### src/rtl/sup_pkg.sv
package sup_pkg;
    typedef enum logic [1:0] {
        ST_IDLE    = 2'd0,
        ST_IRQ     = 2'd1,
        ST_CAPTURE = 2'd2,
        ST_HOLD    = 2'd3
    } sup_state_e;
endpackage

### src/rtl/sup_period_timer.sv
module sup_period_timer #(
    parameter int PERIOD_CYCLES = 50_000_000
) (
    input  logic clk,
    input  logic rst_n,
    output logic tick
);
    localparam int CW = $clog2(PERIOD_CYCLES);

    logic [CW-1:0] cnt;

    assign tick = (cnt == CW'(PERIOD_CYCLES - 1));

    always_ff @(posedge clk) begin
        if (!rst_n)    cnt <= '0;
        else if (tick) cnt <= '0;
        else           cnt <= cnt + 1'b1;
    end

    // a period tick never lasts two cycles
    a_r1_tick_single: assert property (@(posedge clk) disable iff (!rst_n)
        tick |=> !tick);
endmodule

### src/rtl/sup_rise_detect.sv
module sup_rise_detect (
    input  logic clk,
    input  logic rst_n,
    input  logic async_in,
    output logic rise
);
    logic s1, s2, s3;

    always_ff @(posedge clk) begin
        if (!rst_n) begin
            s1 <= 1'b0;
            s2 <= 1'b0;
            s3 <= 1'b0;
        end else begin
            s1 <= async_in;
            s2 <= s1;
            s3 <= s2;
        end
    end

    assign rise = s2 & ~s3;

    // one edge yields one event
    a_r8_rise_single: assert property (@(posedge clk) disable iff (!rst_n)
        rise |=> !rise);
endmodule

### src/rtl/sup_sat_counter.sv
module sup_sat_counter #(
    parameter int W = 16
) (
    input  logic         clk,
    input  logic         rst_n,
    input  logic         inc,
    output logic [W-1:0] count
);
    localparam logic [W-1:0] MAXV = {W{1'b1}};

    always_ff @(posedge clk) begin
        if (!rst_n)                    count <= '0;
        else if (inc && count != MAXV) count <= count + 1'b1;
    end

    // a full counter stays full
    a_r9_sat_hold: assert property (@(posedge clk) disable iff (!rst_n)
        (count == MAXV) |=> (count == MAXV));
    // no event, no change
    a_r8_no_spurious: assert property (@(posedge clk) disable iff (!rst_n)
        !inc |=> $stable(count));
    // below the ceiling an event adds exactly one
    a_r9_step_one: assert property (@(posedge clk) disable iff (!rst_n)
        (inc && count != MAXV) |=> (count == $past(count) + 1'b1));
endmodule

### src/rtl/sup_dump_buffer.sv
module sup_dump_buffer #(
    parameter int DATA_W = 32,
    parameter int DEPTH  = 80,
    parameter int CNT_W  = 16,
    parameter int PW     = $clog2(DEPTH),
    parameter int AW     = $clog2(DEPTH + 2)
) (
    input  logic              clk,
    input  logic              rst_n,
    input  logic              wr_en,
    input  logic [PW-1:0]     wr_addr,
    input  logic [DATA_W-1:0] wr_data,
    input  logic              rd_en,
    input  logic [AW-1:0]     rd_addr,
    input  logic [CNT_W-1:0]  rst_cnt,
    input  logic [CNT_W-1:0]  to_cnt,
    output logic [DATA_W-1:0] rd_data
);
    logic [DATA_W-1:0] mem [DEPTH];
    logic [DATA_W-1:0] rd_mux;

    always_ff @(posedge clk) begin
        if (wr_en) mem[wr_addr] <= wr_data;
    end

    always_comb begin
        if (rd_addr < AW'(DEPTH))        rd_mux = mem[rd_addr[PW-1:0]];
        else if (rd_addr == AW'(DEPTH))  rd_mux = DATA_W'(rst_cnt);
        else if (rd_addr == AW'(DEPTH+1)) rd_mux = DATA_W'(to_cnt);
        else                             rd_mux = '0;
    end

    always_ff @(posedge clk) begin
        if (!rst_n)     rd_data <= '0;
        else if (rd_en) rd_data <= rd_mux;
    end

    // writes stay inside the storage
    a_r2_wr_in_range: assert property (@(posedge clk) disable iff (!rst_n)
        wr_en |-> (wr_addr < PW'(DEPTH)));
    // read data only moves on a request
    a_r4_rd_hold: assert property (@(posedge clk) disable iff (!rst_n)
        !rd_en |=> $stable(rd_data));
endmodule

### src/rtl/dut_supervisor.sv
module dut_supervisor #(
    parameter int PERIOD_CYCLES = 50_000_000,
    parameter int DUMP_WORDS    = 80,
    parameter int DATA_W        = 32,
    parameter int CNT_W         = 16,
    parameter int TIMEOUT_W     = 24,
    parameter int AW            = $clog2(DUMP_WORDS + 2)
) (
    input  logic                 clk,
    input  logic                 rst_n,
    input  logic [TIMEOUT_W-1:0] timeout_limit,
    output logic                 dev_irq,
    input  logic [DATA_W-1:0]    dev_data,
    input  logic                 dev_strobe,
    input  logic                 dev_reset_ind,
    output logic                 host_irq,
    input  logic                 host_ack,
    input  logic                 host_rd_en,
    input  logic [AW-1:0]        host_rd_addr,
    output logic [DATA_W-1:0]    host_rd_data
);
    import sup_pkg::*;

    localparam int PW = $clog2(DUMP_WORDS);
    localparam logic [PW-1:0] LAST_PTR  = PW'(DUMP_WORDS - 1);
    localparam logic [AW-1:0] LAST_ADDR = AW'(DUMP_WORDS - 1);

    sup_state_e           state, state_nx;
    logic                 tick;
    logic [PW-1:0]        wr_ptr;
    logic [TIMEOUT_W-1:0] wait_cnt;
    logic                 cap_we, done_ev, expire_ev, missed_ev;
    logic [1:0]           ev_inc;
    logic [CNT_W-1:0]     ev_cnt [2];

    sup_period_timer #(.PERIOD_CYCLES(PERIOD_CYCLES)) i_timer (
        .clk(clk), .rst_n(rst_n), .tick(tick));

    sup_rise_detect i_rst_edge (
        .clk(clk), .rst_n(rst_n), .async_in(dev_reset_ind), .rise(ev_inc[0]));

    assign ev_inc[1] = expire_ev | missed_ev;

    for (genvar g = 0; g < 2; g++) begin : g_evcnt
        sup_sat_counter #(.W(CNT_W)) i_cnt (
            .clk(clk), .rst_n(rst_n), .inc(ev_inc[g]), .count(ev_cnt[g]));
    end

    sup_dump_buffer #(.DATA_W(DATA_W), .DEPTH(DUMP_WORDS), .CNT_W(CNT_W),
                      .PW(PW), .AW(AW)) i_buf (
        .clk(clk), .rst_n(rst_n),
        .wr_en(cap_we), .wr_addr(wr_ptr), .wr_data(dev_data),
        .rd_en(host_rd_en), .rd_addr(host_rd_addr),
        .rst_cnt(ev_cnt[0]), .to_cnt(ev_cnt[1]),
        .rd_data(host_rd_data));

    // state register
    always_ff @(posedge clk) begin
        if (!rst_n) state <= ST_IDLE;
        else        state <= state_nx;
    end

    // next state and transition events
    always_comb begin
        state_nx  = state;
        done_ev   = 1'b0;
        expire_ev = 1'b0;
        missed_ev = 1'b0;
        unique case (state)
            ST_IDLE: if (tick) state_nx = ST_IRQ;
            ST_IRQ:  state_nx = ST_CAPTURE;
            ST_CAPTURE: begin
                if (dev_strobe && wr_ptr == LAST_PTR) begin
                    state_nx = ST_HOLD;
                    done_ev  = 1'b1;
                end else if (wait_cnt == timeout_limit - TIMEOUT_W'(1)) begin
                    state_nx  = ST_IDLE;
                    expire_ev = 1'b1;
                end
            end
            ST_HOLD: begin
                if (host_rd_en && host_rd_addr == LAST_ADDR)
                    state_nx = tick ? ST_IRQ : ST_IDLE;
                else if (tick)
                    missed_ev = 1'b1;
            end
            default: state_nx = ST_IDLE;
        endcase
    end

    // outputs decoded from state
    always_comb begin
        dev_irq = (state == ST_IRQ);
        cap_we  = (state == ST_CAPTURE) && dev_strobe;
    end

    // capture pointer and window counter
    always_ff @(posedge clk) begin
        if (!rst_n) begin
            wr_ptr   <= '0;
            wait_cnt <= '0;
        end else if (state == ST_IRQ) begin
            wr_ptr   <= '0;
            wait_cnt <= '0;
        end else if (state == ST_CAPTURE) begin
            wait_cnt <= wait_cnt + 1'b1;
            if (cap_we) wr_ptr <= wr_ptr + 1'b1;
        end
    end

    // host interrupt flag: set on completion, cleared by acknowledge
    always_ff @(posedge clk) begin
        if (!rst_n)        host_irq <= 1'b0;
        else if (done_ev)  host_irq <= 1'b1;
        else if (host_ack) host_irq <= 1'b0;
    end

    // the device interrupt is a single-cycle pulse
    a_r1_dev_irq_pulse: assert property (@(posedge clk) disable iff (!rst_n)
        dev_irq |=> !dev_irq);
    // host interrupt persists until acknowledged
    a_r3_host_irq_hold: assert property (@(posedge clk) disable iff (!rst_n)
        (host_irq && !host_ack) |=> host_irq);
    // host interrupt only drops after an acknowledge
    a_r3_host_irq_release: assert property (@(posedge clk) disable iff (!rst_n)
        $fell(host_irq) |-> $past(host_ack));
    // capture never runs past the last buffer slot
    a_r2_ptr_range: assert property (@(posedge clk) disable iff (!rst_n)
        (state == ST_CAPTURE) |-> (wr_ptr <= LAST_PTR));
    // a held dump is never followed directly by capture
    a_r6_hold_no_capture: assert property (@(posedge clk) disable iff (!rst_n)
        (state == ST_HOLD) |=> (state != ST_CAPTURE));
endmodule

### config.mk
export PLATFORM = sky130hd
export DESIGN_NAME = dut_supervisor
export DESIGN_NICKNAME = d
export VERILOG_FILES = /design/src/rtl/sup_pkg.sv /design/src/rtl/sup_period_timer.sv /design/src/rtl/sup_rise_detect.sv /design/src/rtl/sup_sat_counter.sv /design/src/rtl/sup_dump_buffer.sv /design/src/rtl/dut_supervisor.sv
export SDC_FILE = /design/constraint.sdc
export NUM_CORES = 2
export LEC_CHECK = 0
export BUFFER_PORTS_ARGS = -buffer_cell sky130_fd_sc_hd__buf_2
export CORE_AREA = 2 2 499 501
export DETAILED_ROUTE_END_ITERATION = 12
export DIE_AREA = 0 0 501 503
export GPL_ROUTABILITY_DRIVEN = 0
export GPL_TIMING_DRIVEN = 1
export PLACE_DENSITY_LB_ADDON = 0.15
export SYNTH_ARGS = -nofsm -noshare
export SYNTH_HDL_FRONTEND = slang
export SYNTH_SLANG_ARGS = --single-unit
### constraint.sdc
create_clock -name clk -period 6 [get_ports clk]
set_input_delay 0.9 -clock clk [delete_from_list [all_inputs] [get_ports clk]]
set_output_delay 0.9 -clock clk [all_outputs]
set_load 0.005 [all_outputs]
==> reports/metrics.cfg <==
[floorplan]
io-pin-count=103
starting_density_of_the_core=0.4182
die_height_um=503
num_rows=183
standard_cell_core_area_um2=247100
design.die.area_um2=252000
die_x_um=501

[yosys]
seq_area_frac_synth=0.7687
ys_async_sr_fraction=0
synth_cells=4486
yosys.area.top_type_share=0.7441
synth_fp_nets=4561
synth_area_leaders=sky130_fd_sc_hd__edfxtp_1 (74%), sky130_fd_sc_hd__mux4_2 (18%), sky130_fd_sc_hd__dfxtp_1 (2.5%)
ys_top_cells_by_count=sky130_fd_sc_hd__edfxtp_1 (2,560), sky130_fd_sc_hd__mux4_2 (828), sky130_fd_sc_hd__nor2_1 (183), sky130_fd_sc_hd__clkbuf_1 (145), sky130_fd_sc_hd__dfxtp_1 (127)
synth.most_common_cell=sky130_fd_sc_hd__edfxtp_1
yosysWarnings=0
synthesis.area_um2=103300
yosys_register_bits=2687
synth_enable_flop_cells=2560
synth_cell_type_count=57
post_synth.cell_area_avg_um2=23.03
synth.largest_area_cell=sky130_fd_sc_hd__edfxtp_1
synthFlopType=sky130_fd_sc_hd__edfxtp_1

[sta]
hold-worst-slack_ns=0.1657
clock-skew-final_ns=0.05058
unrepaired_setup_endpoints_after_global_routing=false
period_share=0.6841
timing_worst_slew_pin_value_ns=1.333
clock.fmax_mhz=243.6
worst_slew_margin_rel=0.1067
final_max_slew_viol_count=0
hold_violations=0
post-route-min-period_ns=4.105
finalWorstSetupSlack_ns=1.895
setup-violations-final=0
finalSetupTns_ns=0

[finish]
final_cell_count_no_fill=8328
finish.instance_area_um2=118700
final_core_utilization=0.4804
area_delta_synth_final_pct=14.88
post_route_cells_drive_above_1_share=0.3215
finalNetCount=4952

[clock_tree]
cts_max_path_buffers=4
clock_latency_ns=0.94
tritoncts_num_sinks=2687
clk_pin_slew_worst_paths_ns=0.06
cts_buffers=300
htreeDepth=5
root_buffer=sky130_fd_sc_hd__clkbuf_16
cts_post_setup_buffers_inserted=0
cts_tree=done
cts-hold-fix-buffers=0
ctsResizeCount=0

[flow_run]
maxCapViolCount=0

[route]
wire_per_inst_um=32.78
drc=0
route.antenna.remaining_nets=0
dr_total_vias=48970
route.top_layer_used=met5
detailedRoute.firstIterationViolations=5719
detailed_router_iteration_count_before_antenna_repair=7
via_cell_ratio=5.880
routed_length_on_met3_um=18190
routedLengthMet1_um=117100
detailroute.wirelength.met2_um=132700
finalWirelength_um=273000

[worst_hold_path]
hold_path.class=in -> reg
hold_depth=2

[worst_setup_path]
timing.reg2reg.worst_path_depth=7
critPathArrivalTime_ns=4.93
startpoint_type=register
criticalPathCategory=reg -> reg
worstPathMaxFanout=24
worst_setup_path_end_kind=register
worstPathRequired_ns=6.82

[status]
run_status=completed

[placement]
dp.final_hpwl_um=157800
post-place-ws_ns=1.225
buffers_added_on_ports=102
dpl-instance-area_um2=109500
placedCellCount=7812

[power]
total_leakage_power_nw=36.70
total_power_mw=39.71
power.ir.vdd_worst_v=0.0003157
cellPowerDensity_nw_per_um2=334.5

[global_routing]
grt_start_max_net_pins=81
grt_antenna_before_repair=19
residual_overflow_from_global_routing=0
grt_pass1_vias=50000
grt_pass1_wl_um=386500
grtUsageTotal=0.2173

logic make-up after synthesis:
logic type	Yosys count	synth area share
flip-flops	2687	0.7687
multiplexers	853	0.1829
AND/OR/NAND/NOR	430	0.02052
buffers and inverters	242	0.008877
AO/OA/AOI/OAI	178	0.01065
XOR/XNOR	90	0.007630
adder cells (fa/ha/maj)	6	0.0007266
metal layers:
| metal | GRT usage | vias to the layer above |
|---|---|---|
| met5 | 0 | - |
| met4 | 0.04736 | 4 |
| met3 | 0.04003 | 345 |
| met2 | 0.3516 | 1617 |
| met1 | 0.3094 | 27040 |
| li1 | - | 19970 |
registers in the layout, summed over array words and instances (netlist names):
| name | count |
|---|---|
| i_rst_edge.s2 | 1 |
| wr_ptr | 7 |
| state | 2 |
| i_rst_edge.s1 | 1 |
| i_buf.rd_data | 32 |
| i_timer.cnt | 26 |
| i_rst_edge.s3 | 1 |
| wait_cnt | 24 |
| g_evcnt.i_cnt.count | 32 |
| host_irq | 1 |
| i_buf.mem | 2560 |
cell type report:
type	instances	area [um2]
inverter	12	45.04
sequential	2687	79420
clock inverter	134	1169
antenna	8	20.02
multi-input combinational	1557	23590
timing repair buffer	319	2445
clock buffer	374	7951
tap	3237	4050
fill	19910	128400
power by group:
group	total (mW)	leakage, nW	switching (mW)	internal [mW]
registers	20.6	24.0	0.0244	20.5
clock network	17.4	4.46	7.20	10.2
logic	1.78	8.21	1.07	0.708
total	39.7	36.7	8.29	31.4
layout by cell type (no fill, tap or decap), drive strengths merged, types with 3 or more instances in the layout:
cell / n
buf: 319
and2: 8
xnor2: 36
nor4: 11
o31ai: 14
and4: 8
nand3b: 4
ha: 6
edfxtp: 2560
o21ai: 63
xor2: 54
nand3: 47
o211ai: 3
clkinvlp: 8
inv: 18
dfxtp: 127
diode: 8
mux2i: 24
or3: 20
clkbuf: 374
or2: 3
nor3: 14
mux4: 828
o21a: 3
nor2: 183
a211oi: 6
nand2: 51
clkinv: 101
a221oi: 16
a22oi: 13
or4: 13
nand4: 22
bufinv: 19
and3: 13
a21oi: 47
nor2b: 15
nand2b: 7
path summary, 6_finish.rpt:
check | to | slack (ns) | startpoint
setup / recovery | g_evcnt[1].i_cnt.count[14] | 1.90 | wr_ptr[4]
hold / removal | i_rst_edge.s1 | 0.17 | dev_reset_ind
setup reg to reg | g_evcnt[1].i_cnt.count[14] | 1.90 | wr_ptr[4]
hold reg to reg | i_timer.cnt[0] | 0.46 | i_timer.cnt[0]
critical path, cell delays in order, from the launching register on:
cell and delay (ns):
sky130_fd_sc_hd__dfxtp_1 0.63, sky130_fd_sc_hd__nor2_1 0.20, sky130_fd_sc_hd__nand3_1 0.69, sky130_fd_sc_hd__o21ai_0 0.54
sky130_fd_sc_hd__or3_1 0.44, sky130_fd_sc_hd__o41a_1 0.69, sky130_fd_sc_hd__or4b_1 0.61, sky130_fd_sc_hd__and3_1 0.19
Note: power is estimated with default switching activity, not from simulation.
